## src/rtl/dws_pkg.sv

```systemverilog
package dws_pkg;

  typedef enum logic [2:0] {
    ST_IDLE   = 3'd0,
    ST_SETUP  = 3'd1,
    ST_STROBE = 3'd2,
    ST_HOLD   = 3'd3,
    ST_LOAD   = 3'd4
  } dws_state_e;

  // Whole clock cycles that cover a minimum time, never fewer than one.
  function automatic int cyc_from_ns(input int ns, input int period_ps);
    int c;
    c = (ns * 1000 + period_ps - 1) / period_ps;
    if (c < 1) c = 1;
    return c;
  endfunction

  function automatic int imax(input int a, input int b);
    return (a > b) ? a : b;
  endfunction

endpackage

```

## src/rtl/dws_interval.sv

```systemverilog
// Down counter that times one sequencer state.
module dws_interval #(
  parameter int CW = 4
) (
  input  logic          clk,
  input  logic          rst_n,
  input  logic          load,
  input  logic [CW-1:0] load_val,
  output logic          zero
);

  logic [CW-1:0] cnt_q;
  logic [CW-1:0] cnt_d;

  always_comb begin
    cnt_d = cnt_q;
    if (load)             cnt_d = load_val;
    else if (cnt_q != '0) cnt_d = cnt_q - 1'b1;
  end

  always_ff @(posedge clk or negedge rst_n) begin
    if (!rst_n) cnt_q <= '0;
    else        cnt_q <= cnt_d;
  end

  assign zero = (cnt_q == '0);

endmodule

```

## src/rtl/dws_ctrl.sv

```systemverilog
// Request arbitration, mode application and state sequencing.
module dws_ctrl
  import dws_pkg::*;
#(
  parameter int SETUP_CYC = 1,
  parameter int WR_CYC    = 13,
  parameter int HOLD_CYC  = 3,
  parameter int LD_CYC    = 13,
  parameter int CW        = 4
) (
  input  logic          clk,
  input  logic          rst_n,
  input  logic          single_buf,
  input  logic          wr_valid,
  input  logic          upd_valid,
  input  logic          tmr_zero,
  output logic          tmr_load,
  output logic [CW-1:0] tmr_val,
  output logic          cap_en,
  output logic          wr_ready,
  output logic          upd_ready,
  output dws_state_e    state_nxt,
  output logic          mode_nxt
);

  dws_state_e state_q;
  logic       mode_q;
  logic       idle_ok;

  assign idle_ok   = (state_q == ST_IDLE) && (mode_q == single_buf);
  assign wr_ready  = idle_ok;
  assign upd_ready = idle_ok && !wr_valid;

  always_comb begin
    state_nxt = state_q;
    mode_nxt  = mode_q;
    tmr_load  = 1'b0;
    tmr_val   = '0;
    cap_en    = 1'b0;
    unique case (state_q)
      ST_IDLE: begin
        if (mode_q != single_buf) begin
          mode_nxt = single_buf;
          if (!single_buf) begin
            // leaving transparency: keep load low for a full pulse width
            state_nxt = ST_LOAD;
            tmr_load  = 1'b1;
            tmr_val   = CW'(LD_CYC - 1);
          end
        end else if (wr_valid) begin
          cap_en    = 1'b1;
          state_nxt = ST_SETUP;
          tmr_load  = 1'b1;
          tmr_val   = CW'(SETUP_CYC - 1);
        end else if (upd_valid && !mode_q) begin
          state_nxt = ST_LOAD;
          tmr_load  = 1'b1;
          tmr_val   = CW'(LD_CYC - 1);
        end
      end
      ST_SETUP: if (tmr_zero) begin
        state_nxt = ST_STROBE;
        tmr_load  = 1'b1;
        tmr_val   = CW'(WR_CYC - 1);
      end
      ST_STROBE: if (tmr_zero) begin
        state_nxt = ST_HOLD;
        tmr_load  = 1'b1;
        tmr_val   = CW'(HOLD_CYC - 1);
      end
      ST_HOLD:  if (tmr_zero) state_nxt = ST_IDLE;
      ST_LOAD:  if (tmr_zero) state_nxt = ST_IDLE;
      default:  state_nxt = ST_IDLE;
    endcase
  end

  always_ff @(posedge clk or negedge rst_n) begin
    if (!rst_n) begin
      state_q <= ST_IDLE;
      mode_q  <= 1'b0;
    end else begin
      state_q <= state_nxt;
      mode_q  <= mode_nxt;
    end
  end

endmodule

```

## src/rtl/dws_bus_drv.sv

```systemverilog
// Registered bus and strobe outputs toward the converters.
module dws_bus_drv
  import dws_pkg::*;
#(
  parameter int CHAN_W = 2,
  parameter int DATA_W = 8
) (
  input  logic              clk,
  input  logic              rst_n,
  input  logic              cap_en,
  input  logic [CHAN_W-1:0] chan_i,
  input  logic [DATA_W-1:0] data_i,
  input  dws_state_e        state_nxt,
  input  logic              mode_nxt,
  output logic [CHAN_W-1:0] dac_a,
  output logic [DATA_W-1:0] dac_db,
  output logic              dac_wr_n,
  output logic              dac_ld_n
);

  always_ff @(posedge clk or negedge rst_n) begin
    if (!rst_n) begin
      dac_a  <= '0;
      dac_db <= '0;
    end else if (cap_en) begin
      dac_a  <= chan_i;
      dac_db <= data_i;
    end
  end

  always_ff @(posedge clk or negedge rst_n) begin
    if (!rst_n) begin
      dac_wr_n <= 1'b1;
      dac_ld_n <= 1'b1;
    end else begin
      dac_wr_n <= (state_nxt != ST_STROBE);
      dac_ld_n <= !((state_nxt == ST_LOAD) || mode_nxt);
    end
  end

endmodule

```

## src/rtl/dac_wr_seq.sv

```systemverilog
module dac_wr_seq
  import dws_pkg::*;
#(
  parameter int CHAN_W         = 2,
  parameter int DATA_W         = 8,
  parameter int CLK_PERIOD_PS  = 4000,
  parameter int ADDR_SETUP_CYC = 1,
  parameter int DATA_SETUP_NS  = 45,
  parameter int WR_PULSE_NS    = 50,
  parameter int DATA_HOLD_NS   = 10,
  parameter int LD_PULSE_NS    = 50
) (
  input  logic              clk,
  input  logic              rst_n,
  input  logic              single_buf,
  input  logic              wr_valid,
  output logic              wr_ready,
  input  logic [CHAN_W-1:0] wr_chan,
  input  logic [DATA_W-1:0] wr_data,
  input  logic              upd_valid,
  output logic              upd_ready,
  output logic [DATA_W-1:0] dac_db,
  output logic [CHAN_W-1:0] dac_a,
  output logic              dac_wr_n,
  output logic              dac_ld_n
);

  localparam int SETUP_CYC = (ADDR_SETUP_CYC < 1) ? 1 : ADDR_SETUP_CYC;
  localparam int WR_CYC    = imax(cyc_from_ns(WR_PULSE_NS, CLK_PERIOD_PS),
                                  cyc_from_ns(DATA_SETUP_NS, CLK_PERIOD_PS));
  localparam int HOLD_CYC  = cyc_from_ns(DATA_HOLD_NS, CLK_PERIOD_PS);
  localparam int LD_CYC    = cyc_from_ns(LD_PULSE_NS, CLK_PERIOD_PS);
  localparam int MAX_CYC   = imax(imax(SETUP_CYC, WR_CYC), imax(HOLD_CYC, LD_CYC));
  localparam int CW        = $clog2(MAX_CYC + 1);

  // reset: asserted at once, released after two clock edges
  logic rst_meta_q;
  logic rst_q;

  always_ff @(posedge clk or negedge rst_n) begin
    if (!rst_n) begin
      rst_meta_q <= 1'b0;
      rst_q      <= 1'b0;
    end else begin
      rst_meta_q <= 1'b1;
      rst_q      <= rst_meta_q;
    end
  end

  logic          tmr_load;
  logic [CW-1:0] tmr_val;
  logic          tmr_zero;
  logic          cap_en;
  dws_state_e    state_nxt;
  logic          mode_nxt;

  dws_interval #(.CW(CW)) u_tmr (
    .clk      (clk),
    .rst_n    (rst_q),
    .load     (tmr_load),
    .load_val (tmr_val),
    .zero     (tmr_zero)
  );

  dws_ctrl #(
    .SETUP_CYC (SETUP_CYC),
    .WR_CYC    (WR_CYC),
    .HOLD_CYC  (HOLD_CYC),
    .LD_CYC    (LD_CYC),
    .CW        (CW)
  ) u_ctrl (
    .clk        (clk),
    .rst_n      (rst_q),
    .single_buf (single_buf),
    .wr_valid   (wr_valid),
    .upd_valid  (upd_valid),
    .tmr_zero   (tmr_zero),
    .tmr_load   (tmr_load),
    .tmr_val    (tmr_val),
    .cap_en     (cap_en),
    .wr_ready   (wr_ready),
    .upd_ready  (upd_ready),
    .state_nxt  (state_nxt),
    .mode_nxt   (mode_nxt)
  );

  dws_bus_drv #(.CHAN_W(CHAN_W), .DATA_W(DATA_W)) u_drv (
    .clk       (clk),
    .rst_n     (rst_q),
    .cap_en    (cap_en),
    .chan_i    (wr_chan),
    .data_i    (wr_data),
    .state_nxt (state_nxt),
    .mode_nxt  (mode_nxt),
    .dac_a     (dac_a),
    .dac_db    (dac_db),
    .dac_wr_n  (dac_wr_n),
    .dac_ld_n  (dac_ld_n)
  );

endmodule

```

## config.mk

```make
export PLATFORM = sky130hd
export DESIGN_NAME = dac_wr_seq
export DESIGN_NICKNAME = d
export VERILOG_FILES = /design/src/rtl/dws_pkg.sv /design/src/rtl/dws_interval.sv /design/src/rtl/dws_ctrl.sv /design/src/rtl/dws_bus_drv.sv /design/src/rtl/dac_wr_seq.sv
export SDC_FILE = /design/constraint.sdc
export NUM_CORES = 1
export LEC_CHECK = 0
export BUFFER_PORTS_ARGS = -buffer_cell sky130_fd_sc_hd__buf_4
export CORE_UTILIZATION = 50
export CTS_BUF_LIST = sky130_fd_sc_hd__clkbuf_8 sky130_fd_sc_hd__clkbuf_16
export DETAILED_ROUTE_END_ITERATION = 10
export PLACE_DENSITY = 0.76
export SKIP_LAST_GASP = 1
export SYNTH_ARGS = -nofsm -noshare
export SYNTH_HDL_FRONTEND = slang
export SYNTH_SLANG_ARGS = --single-unit
```

## constraint.sdc

```tcl
create_clock -name clk -period 1.3 [get_ports clk]
set_input_delay 0.065 -clock clk [delete_from_list [all_inputs] [get_ports clk]]
set_output_delay 0.065 -clock clk [all_outputs]
set_load 0.05 [all_outputs]
```

==> run metrics, run 1 <==
status=finished, violations left; failing checks=setup timing; post-route non-filler standard cell count=172; Syn Area/Cell=12.0 sq um; die area=0.00227 sq mm; global-route wire length before repair=3570 um; asr flop ratio synth=100%; Syn Inst Count=87; Setup CP Type=flop to flop; Final Cycle Share=132%; via-per-instance ratio=5.25; antenna-violating nets left=0; Leak Pwr=slightly below 0.0008 uW; # IOs=29; clock buffer depth=2; Ant. Diodes=0; clk sinks=22; Final min period=1.71 ns; met3 Use GR=4.53%; fraction of layout cells with a size suffix above 1=67.6%; Cell Pwr Density=3170 mW/mm^2; GRT met1 Usage=28.7%; DR pass1 iterations=3; number of global-route vias before repair=about 850; via count=about 900; DR DRC count=0; Starting DRT DRC Count=13; VDD IR max=0.00240 V; Final nets=162; Initial Utilization=between 50% and 60%; Core ar.=0.00196 sq mm; fin area=0.00172 sq mm; routing usage on met2=40.3%; Worst Hold Launch=wr_data[4]; RSZ-0062 raised after global routing=yes; CTS tree=built; Finished Core Util=87.6%; GRT busiest layer=met2; DP Wirelength=1610 um; post-synth cell types=33; # setup viols final=21; CTS Buf Count=3; drt wl/cell=16.3 um; fillers=95; Reg2Reg Depth=7; placed instance area=0.00147 sq mm; register bit total from synthesis=22; largest net degree at the start of global routing=13; worst-path fanout max=3; remaining global-route overflow=0; total wire length=around 2800 um; Register Area=553 sq um; Clock Tree Root=clkbuf_8; Die H=47.7 um; sequential-to-total area share from yosys stat=53.1%; DIE WIDTH=47.7 um; Max H-tree Level=1; pre-CTS WS=-0.261 ns; worst min-delay path category=primary input to flop; startpoint types=flop; number of enable flip-flop cells after synthesis=0; Port Buffers=28; setup ws final=-0.411 ns; multi-input logic area=602 sq um; Worst R2R Start=u_ctrl.state_q[1]; gr usage total=23.6%; Data arrival, critical path=around 1.9 ns; P&R area growth vs syn=64.8%; skew final=0.00250 ns; Fin. Hold Viols=0; # Max-Cap Violations=0; WHS Endpoint=u_drv.dac_db[4]; initial antenna violation count=0; RePlAce Congestion=0.823; clock-pin slew on the worst setup and hold paths=0.08 ns; Setup crit end kind=flop; Slew Viols, Final=0; placed cell count=158; Critical Path RT=~1.5 ns; clock latency on the worst-skew pair=0.26 ns; reg2reg setup slack=-0.41 ns; f_max=between 500 and 600 MHz; synthesized cell area=roughly 0.0010 sq mm; yosys warns=0; Main synth FF type=dfrtp_1; Net Count, Synth=103; hold path depth=2; Reg-to-Reg End=u_tmr.cnt_q[1]; num rows=16
-- cell type report --
type,instances,share of cell area [%]
tap,27,1.97
sequential,22,32.2
inverter,3,0.655
multi-input combinational,61,35.0
clock buffer,4,3.20
timing repair buffer,55,26.9
-- power breakdown --
part / total [uW] / switching [uW] / internal [uW]
logic: 3700 / 1880 / 1810
registers: 1260 / 235 / 1020
clock network: 493 / 223 / 270
total: 5450 / 2340 / 3100
-- worst max path at each step --
stage	cells after the start	endpoint	startpoint	slack [ns]
after detailed placement	4	u_drv.dac_db[2]	u_ctrl.state_q[1]	-0.26
after global routing	7	u_tmr.cnt_q[1]	u_ctrl.state_q[1]	-0.45
after global placement	5	u_tmr.cnt_q[1]	u_ctrl.state_q[1]	-0.23
final	7	u_tmr.cnt_q[1]	u_ctrl.state_q[1]	-0.41
after CTS	5	u_drv.dac_db[2]	u_ctrl.state_q[1]	-0.39
after floorplan	4	u_drv.dac_a[0]	u_ctrl.state_q[2]	-0.35
-- flip-flops by register name, summed over array words and instances (netlist names) --
register and flops:
u_drv.dac_db 8, u_tmr.cnt_q 4, u_ctrl.state_q 3, u_drv.dac_a 2, rst_meta_q 1, rst_q 1, u_ctrl.mode_q 1, u_drv.dac_ld_n 1
u_drv.dac_wr_n 1
-- worst max-delay path: stages, from the launching register on --
cell and delay (ns):
dfrtp_1 0.39, buf_4 0.14, or3_4 0.41, buf_12 0.14, nor3_4 0.13, buf_6 0.14
nor3_4 0.05, a32o_1 0.20
-- logic make-up (layout without fill, tap and decap cells) --
group	after synthesis	after routing	synth area share, %
muxes	12	12	12.8
and+or+nand+nor	30	30	18.4
DFF	22	22	53.1
buffers and inverters	4	62	1.80
adders and majority gates	1	1	1.20
xor gates and xnor gates	4	4	3.36
other	1	1	0.360
AOI/OAI and AO/OA	13	13	9.00
-- what timing repair did --
| action | in CTS | in global routing |
|---|---|---|
| hold buffers | 1 | 0 |
| buffers inserted | 7 | 2 |
| pin swaps | 3 | 4 |
| gates cloned | 0 | 0 |
| gates resized for setup | 9 | 15 |
| endpoints found under the hold margin | 2 | 0 |
| endpoints found under the setup margin | 20 | 22 |
-- cell usage after synthesis (all sizes together) (2+ instances only) --
master	n	area share, %
or3	2	1.7
xnor2	4	3.4
and2	2	1.2
or2	3	1.8
nor3	6	4.0
nor2	5	1.8
nand2b	3	1.8
mux2	11	12
nand2	2	0.72
a21oi	4	1.9
dfrtp	20	48
nor3b	2	1.4
dfstp	2	5.0
inv	3	1.1
a221oi	2	1.7
-- stage by stage --
step,power [uW],TNS [ns],hold slack (ns)
floorplan,3250,-4.71,-0.231
global placement,4150,-3.66,-0.151
detailed placement,4210,-4.13,-0.150
CTS,4990,-6.02,0.0292
global route,5730,-7.59,0.0230
finish,5450,-6.93,0.0285
-- routing by layer --
layer / wire length (um) / part of all wire (%) / vias to the layer above
li1: - / - / 424
met1: 1140 / 41 / 446
met2: 1480 / 53 / 27
met5: 0 / 0 / -
met3: 120 / 4.3 / 6
met4: 56 / 2.0 / 0
-- cells in the final DEF (no fill, tap or decap), drive strengths merged, types with 3 or more instances in the layout --
cell type  synthesis  layout
clkbuf             0       4
dfrtp             20      20
nor2               5       5
inv                3       3
nand2b             3       3
xnor2              4       4
or2                3       3
mux2              11      11
nor3               6       6
buf                1      54
a21oi              4       4
Power figures use the tool's default switching activity.
==> inputs of run 2 (changes only) <==
clock period = 1.61 ns   (was 1.3 ns; I/O delays follow)
==> run 2 against run 1 <==
  * The run still ends with setup timing left
  * First-iteration DRC count is 46% lower
  * Sequential cell count unchanged
  * Combinational power down 29%
  * Routed wire length shrank 8.3%
  * Critical path depth decreased by 1
  * Sequential power decreased by 18%
  * Clock power is 4.9% higher
  * Cell count is 4.1% lower
  * Worst hold slack improved by 0.014 ns
  * Power fell by 23%
  * Largest power group unchanged
==> run metrics, run 2 (same netlist as run 1, synthesis figures left out) <==
Die H=47.7 um; CTS Buf Count=3; clk sinks=22; Cell Int Power=~2400 uW; WHS=0.0420 ns; slowest cell on the critical path=dfrtp_1; global-route wire length before repair=3950 um; worst-path fanout max=5; CP cell instances=buf_6, or2_4, nor2_4, and2_4, nor2b_4, buf_8; gr usage total=26.2%; most flop-heavy register=u_drv.dac_db; Initial Utilization=53.1%; clock latency on the worst-skew pair=around 0.27 ns; Tot Pwr=4170 uW; startpoint types=flop; WP buf/inv=2; clock buffer depth=2; number of global-route vias before repair=849; most frequent cells in the layout=44 x buf_4, 20 x dfrtp_1, 11 x mux2_2, 4 x nor2_1, 4 x xnor2_1; Ant. Diodes=0; total wire length=approximately 2600 um; CP delay by family, top=simple AND/OR/NAND/NOR gates; Fin. Hold Viols=0; Final min period=about 1.7 ns; skew final=0.00511 ns; Leak Pwr=0.000726 uW; P&R area growth vs syn=54.1%; Core ar.=approximately 0.002 sq mm; Port Buffers=28; CTS tree=built; Starting DRT DRC Count=7; largest registers=u_drv.dac_db x8, u_tmr.cnt_q x4, u_ctrl.state_q x3; largest net degree at the start of global routing=21; # setup viols final=17; Sw Ratio=~43%; VDD IR max=~0.0017 V; RePlAce Congestion=~0.91; worst min-delay path category=primary input to flop; Reg power frac=24.7%; RSZ-0062 raised after global routing=yes; failing checks=setup timing; status=finished, violations left; DP Wirelength=between 1500 and 2000 um; antenna-violating nets left=0; Clk pwr share=approximately 12%; setup TNS after final layout=-0.251 ns; Setup crit end kind=primary output; # IOs=29; via count=912; fillers=between 100 and 150; Largest register FFs=8; Combinational Power Share=62.9%; Final Cycle Share=104%; switching power=between 1500 and 2000 uW; Max H-tree Level=1; Cell Pwr Density=about 2600 mW/mm^2; fraction of layout cells with a size suffix above 1=60.9%; setup ws final=-0.0621 ns; via-per-instance ratio=5.53; f_max=598 MHz; max incr delay on CP=0.41 ns; num rows=16; # Max-Cap Violations=0; clock-pin slew on the worst setup and hold paths=0.08 ns; DIE WIDTH=47.7 um; Slew Viols, Final=0; Clock Tree Root=clkbuf_8; Critical Path RT=1.53 ns; Data arrival, critical path=around 1.6 ns; DR DRC count=0; initial antenna violation count=0; Setup CP Type=flop to primary output; drt wl/cell=15.6 um; die area=between 0.002 and 0.0025 sq mm; DR pass1 iterations=4; Final nets=155; commonest non-fill, non-tap cell in the layout=buf_4; remaining global-route overflow=0
run 2: metrics by stage:
stage / instance area [sq um] / worst slack, ns / instances / util (%)
floorplan: 1060 / -0.0377 / 87 / -
global placement: 1400 / -0.00734 / 153 / 71.2
detailed placement: 1400 / -0.0431 / 153 / 71.2
CTS: 1540 / -0.0753 / 160 / 78.4
global route: 1610 / -0.126 / 165 / 81.9
finish: 1610 / -0.0621 / 165 / 81.9
run 2: timing repair:
| item | in CTS | in global routing |
|---|---|---|
| endpoints found under the hold margin | 2 | 0 |
| pin swaps | 4 | 2 |
| endpoints found under the setup margin | 9 | 20 |
| setup buffers | 2 | 5 |
| hold buffers | 1 | 0 |
| gates resized for setup | 12 | 7 |
run 2: worst paths after layout:
path | start | to | slack, ns | cells after the start
min | wr_data[2] | u_drv.dac_db[2] | 0.04 | 2
max in group asynchronous | rst_q | u_drv.dac_wr_n | 1.14 | 1
max reg2reg | u_tmr.cnt_q[1] | u_drv.dac_ld_n | -0.03 | 6
max | u_ctrl.state_q[0] | upd_ready | -0.06 | 6
min in group asynchronous | rst_n | rst_q | 0.14 | 2
min reg2reg | rst_q | u_ctrl.state_q[1] | 0.20 | 1
run 2: layout make-up:
cell class,count,area [sq um],area share (%)
flip-flops and latches,22,553,34.4
multi-input cells,61,551,34.3
repair buffers,48,387,24.1
clock buffers,3,41.3,2.57
well taps,27,33.8,2.10
clock inverters,1,30.0,1.87
inverters,3,11.3,0.701
run 2: power groups by stage:
stage	registers (uW)	clock network [uW]	logic [uW]
2_1_floorplan	1520	0	995
3_3_place_gp	989	0	2200
3_5_place_dp	998	0	2230
4_1_cts	1010	522	2430
5_1_grt	1060	540	2780
6_report	1030	517	2620
run 2: per-layer routing:
metal / share of wire [%] / GRT usage [%]
met3: 6.7 / 6.79
met4: 1.5 / 10.6
met5: 0 / 0
met1: 42 / 32.8
met2: 50 / 43.6
==> inputs of run 3 (changes only) <==
TNS_END_PERCENT = 20   (was unset)
==> run 3 against run 2 <==
  * The flow still finishes with violations (setup timing)
  * Sequential cell count is the same
  * Clock skew shrank 0.00081 ns
  * Global-route usage shrank 4.5 points
  * Critical path type unchanged
==> run metrics, run 3 (same netlist as run 1, synthesis figures left out) <==
status=finished, violations left; failing checks=setup timing; CP cell instances=buf_6, or2_4, nor2_4, and2_4, nor2b_4, buf_8; Clock Tree Root=clkbuf_8; Final Cycle Share=102%; Max-slew headroom=61.9%; RSZ-0062 raised after global routing=yes; number of global-route vias before repair=around 810; Final min period=approximately 1.6 ns; most frequent cells in the layout=41 x buf_4, 20 x dfrtp_1, 11 x mux2_2; Max H-tree Level=1; DR pass1 iterations=4; clock latency on the worst-skew pair=0.25 ns; # setup viols final=12; setup ws final=-0.0266 ns; gr usage total=21.7%; # Max-Cap Violations=0; RePlAce Congestion=0.837; Starting DRT DRC Count=8; skew final=approximately 0.0043 ns; max incr delay on CP=0.39 ns; Largest register FFs=8; num rows=16; slowest cell on the critical path=dfrtp_1; WHS=0.0543 ns; CTS tree=built; via-per-instance ratio=approximately 5.3; Ant. Diodes=0; largest net degree at the start of global routing=15; f_max=611 MHz; clk sinks=22; CP delay by family, top=simple AND/OR/NAND/NOR gates; Initial Utilization=a little over half; global-route wire length before repair=3390 um; Register Area=553 sq um; DIE WIDTH=about 48 um; clock buffer depth=2; remaining global-route overflow=0; drt wl/cell=approximately 14 um; DR DRC count=0; Data arrival, critical path=approximately 1.6 ns; # IOs=29; Critical Path RT=between 1.5 and 2 ns; Fin. Hold Viols=0; Tightest Pin Transition=0.571 ns; antenna-violating nets left=0; via count=855; clock-pin slew on the worst setup and hold paths=around 0.080 ns; CTS Buf Count=3; Cell Pwr Density=2510 mW/mm^2; worst min-delay path category=primary input to flop; Setup crit end kind=primary output; Port Buffers=28; die area=0.00227 sq mm; fillers=about 140; DP Wirelength=1660 um; initial antenna violation count=0; VDD IR max=0.00149 V; commonest non-fill, non-tap cell in the layout=buf_4; Slew Viols, Final=0; Core ar.=0.00196 sq mm; pre-CTS WS=-0.0718 ns; Die H=~48 um; WP buf/inv=2; fraction of layout cells with a size suffix above 1=62.2%; largest registers=u_drv.dac_db x8, u_tmr.cnt_q x4, u_ctrl.state_q x3; worst-path fanout max=4; P&R area growth vs syn=50.7%; Setup CP Type=flop to primary output; Final nets=152; Leak Pwr=around 0.00070 uW; most flop-heavy register=u_drv.dac_db; multi-input logic area=553 sq um; total wire length=2290 um; startpoint types=flop
## run 3: layout make-up
| type | instances | share of cell area (%) |
|---|---|---|
| repair buffers | 45 | 23.2 |
| well taps | 27 | 2.15 |
| flip-flops and latches | 22 | 35.2 |
| multi-input cells | 61 | 35.2 |
| clock buffers | 4 | 3.51 |
| inverters | 3 | 0.717 |
## run 3: layer usage
| metal | GRT usage (%) | routed length, um |
|---|---|---|
| met2 | 39.5 | 1210 |
| met4 | 6.11 | 12 |
| met3 | 5.28 | 99 |
| met1 | 25.5 | 968 |
| met5 | 0 | 0 |
## run 3: metrics by stage
stage | total power [uW] | instance area, sq um | cells | utilization, % | TNS (ns)
after detailed placement | 3200 | 1380 | 152 | 70.5 | -0.215
after floorplan | 2510 | 1050 | 87 | - | -0.401
final | 3950 | 1570 | 162 | 80.0 | -0.120
after CTS | 3750 | 1510 | 160 | 77.1 | -0.112
after global placement | 3140 | 1380 | 152 | 70.5 | -0.110
after global routing | 4160 | 1570 | 162 | 80.0 | -0.929
## run 3: final timing paths
kind | startpoint | to | slack, ns | cells after the start
worst max-delay path | u_ctrl.state_q[0] | upd_ready | -0.03 | 6
worst min-delay path | wr_data[4] | u_drv.dac_db[4] | 0.05 | 2
worst max register to register | u_tmr.cnt_q[0] | u_tmr.cnt_q[3] | -0.02 | 6
worst min register to register | rst_q | u_drv.dac_db[6] | 0.21 | 0
max in group asynchronous | rst_q | u_ctrl.state_q[0] | 0.89 | 1
min in group asynchronous | rst_n | rst_q | 0.13 | 2
## run 3: what timing repair did
action,CTS,global route
pin swaps,4,7
resized for setup,11,11
setup endpoints to repair,8,19
buffers inserted,3,2
hold buffers,1,0
endpoints found under the hold margin,2,0
## run 3: power breakdown
part	total, uW	leakage [uW]	switching (uW)	internal [uW]
combinational	2560	0.000412	1360	1200
clock	378	0.0000288	160	217
sequential	1010	0.000261	187	826
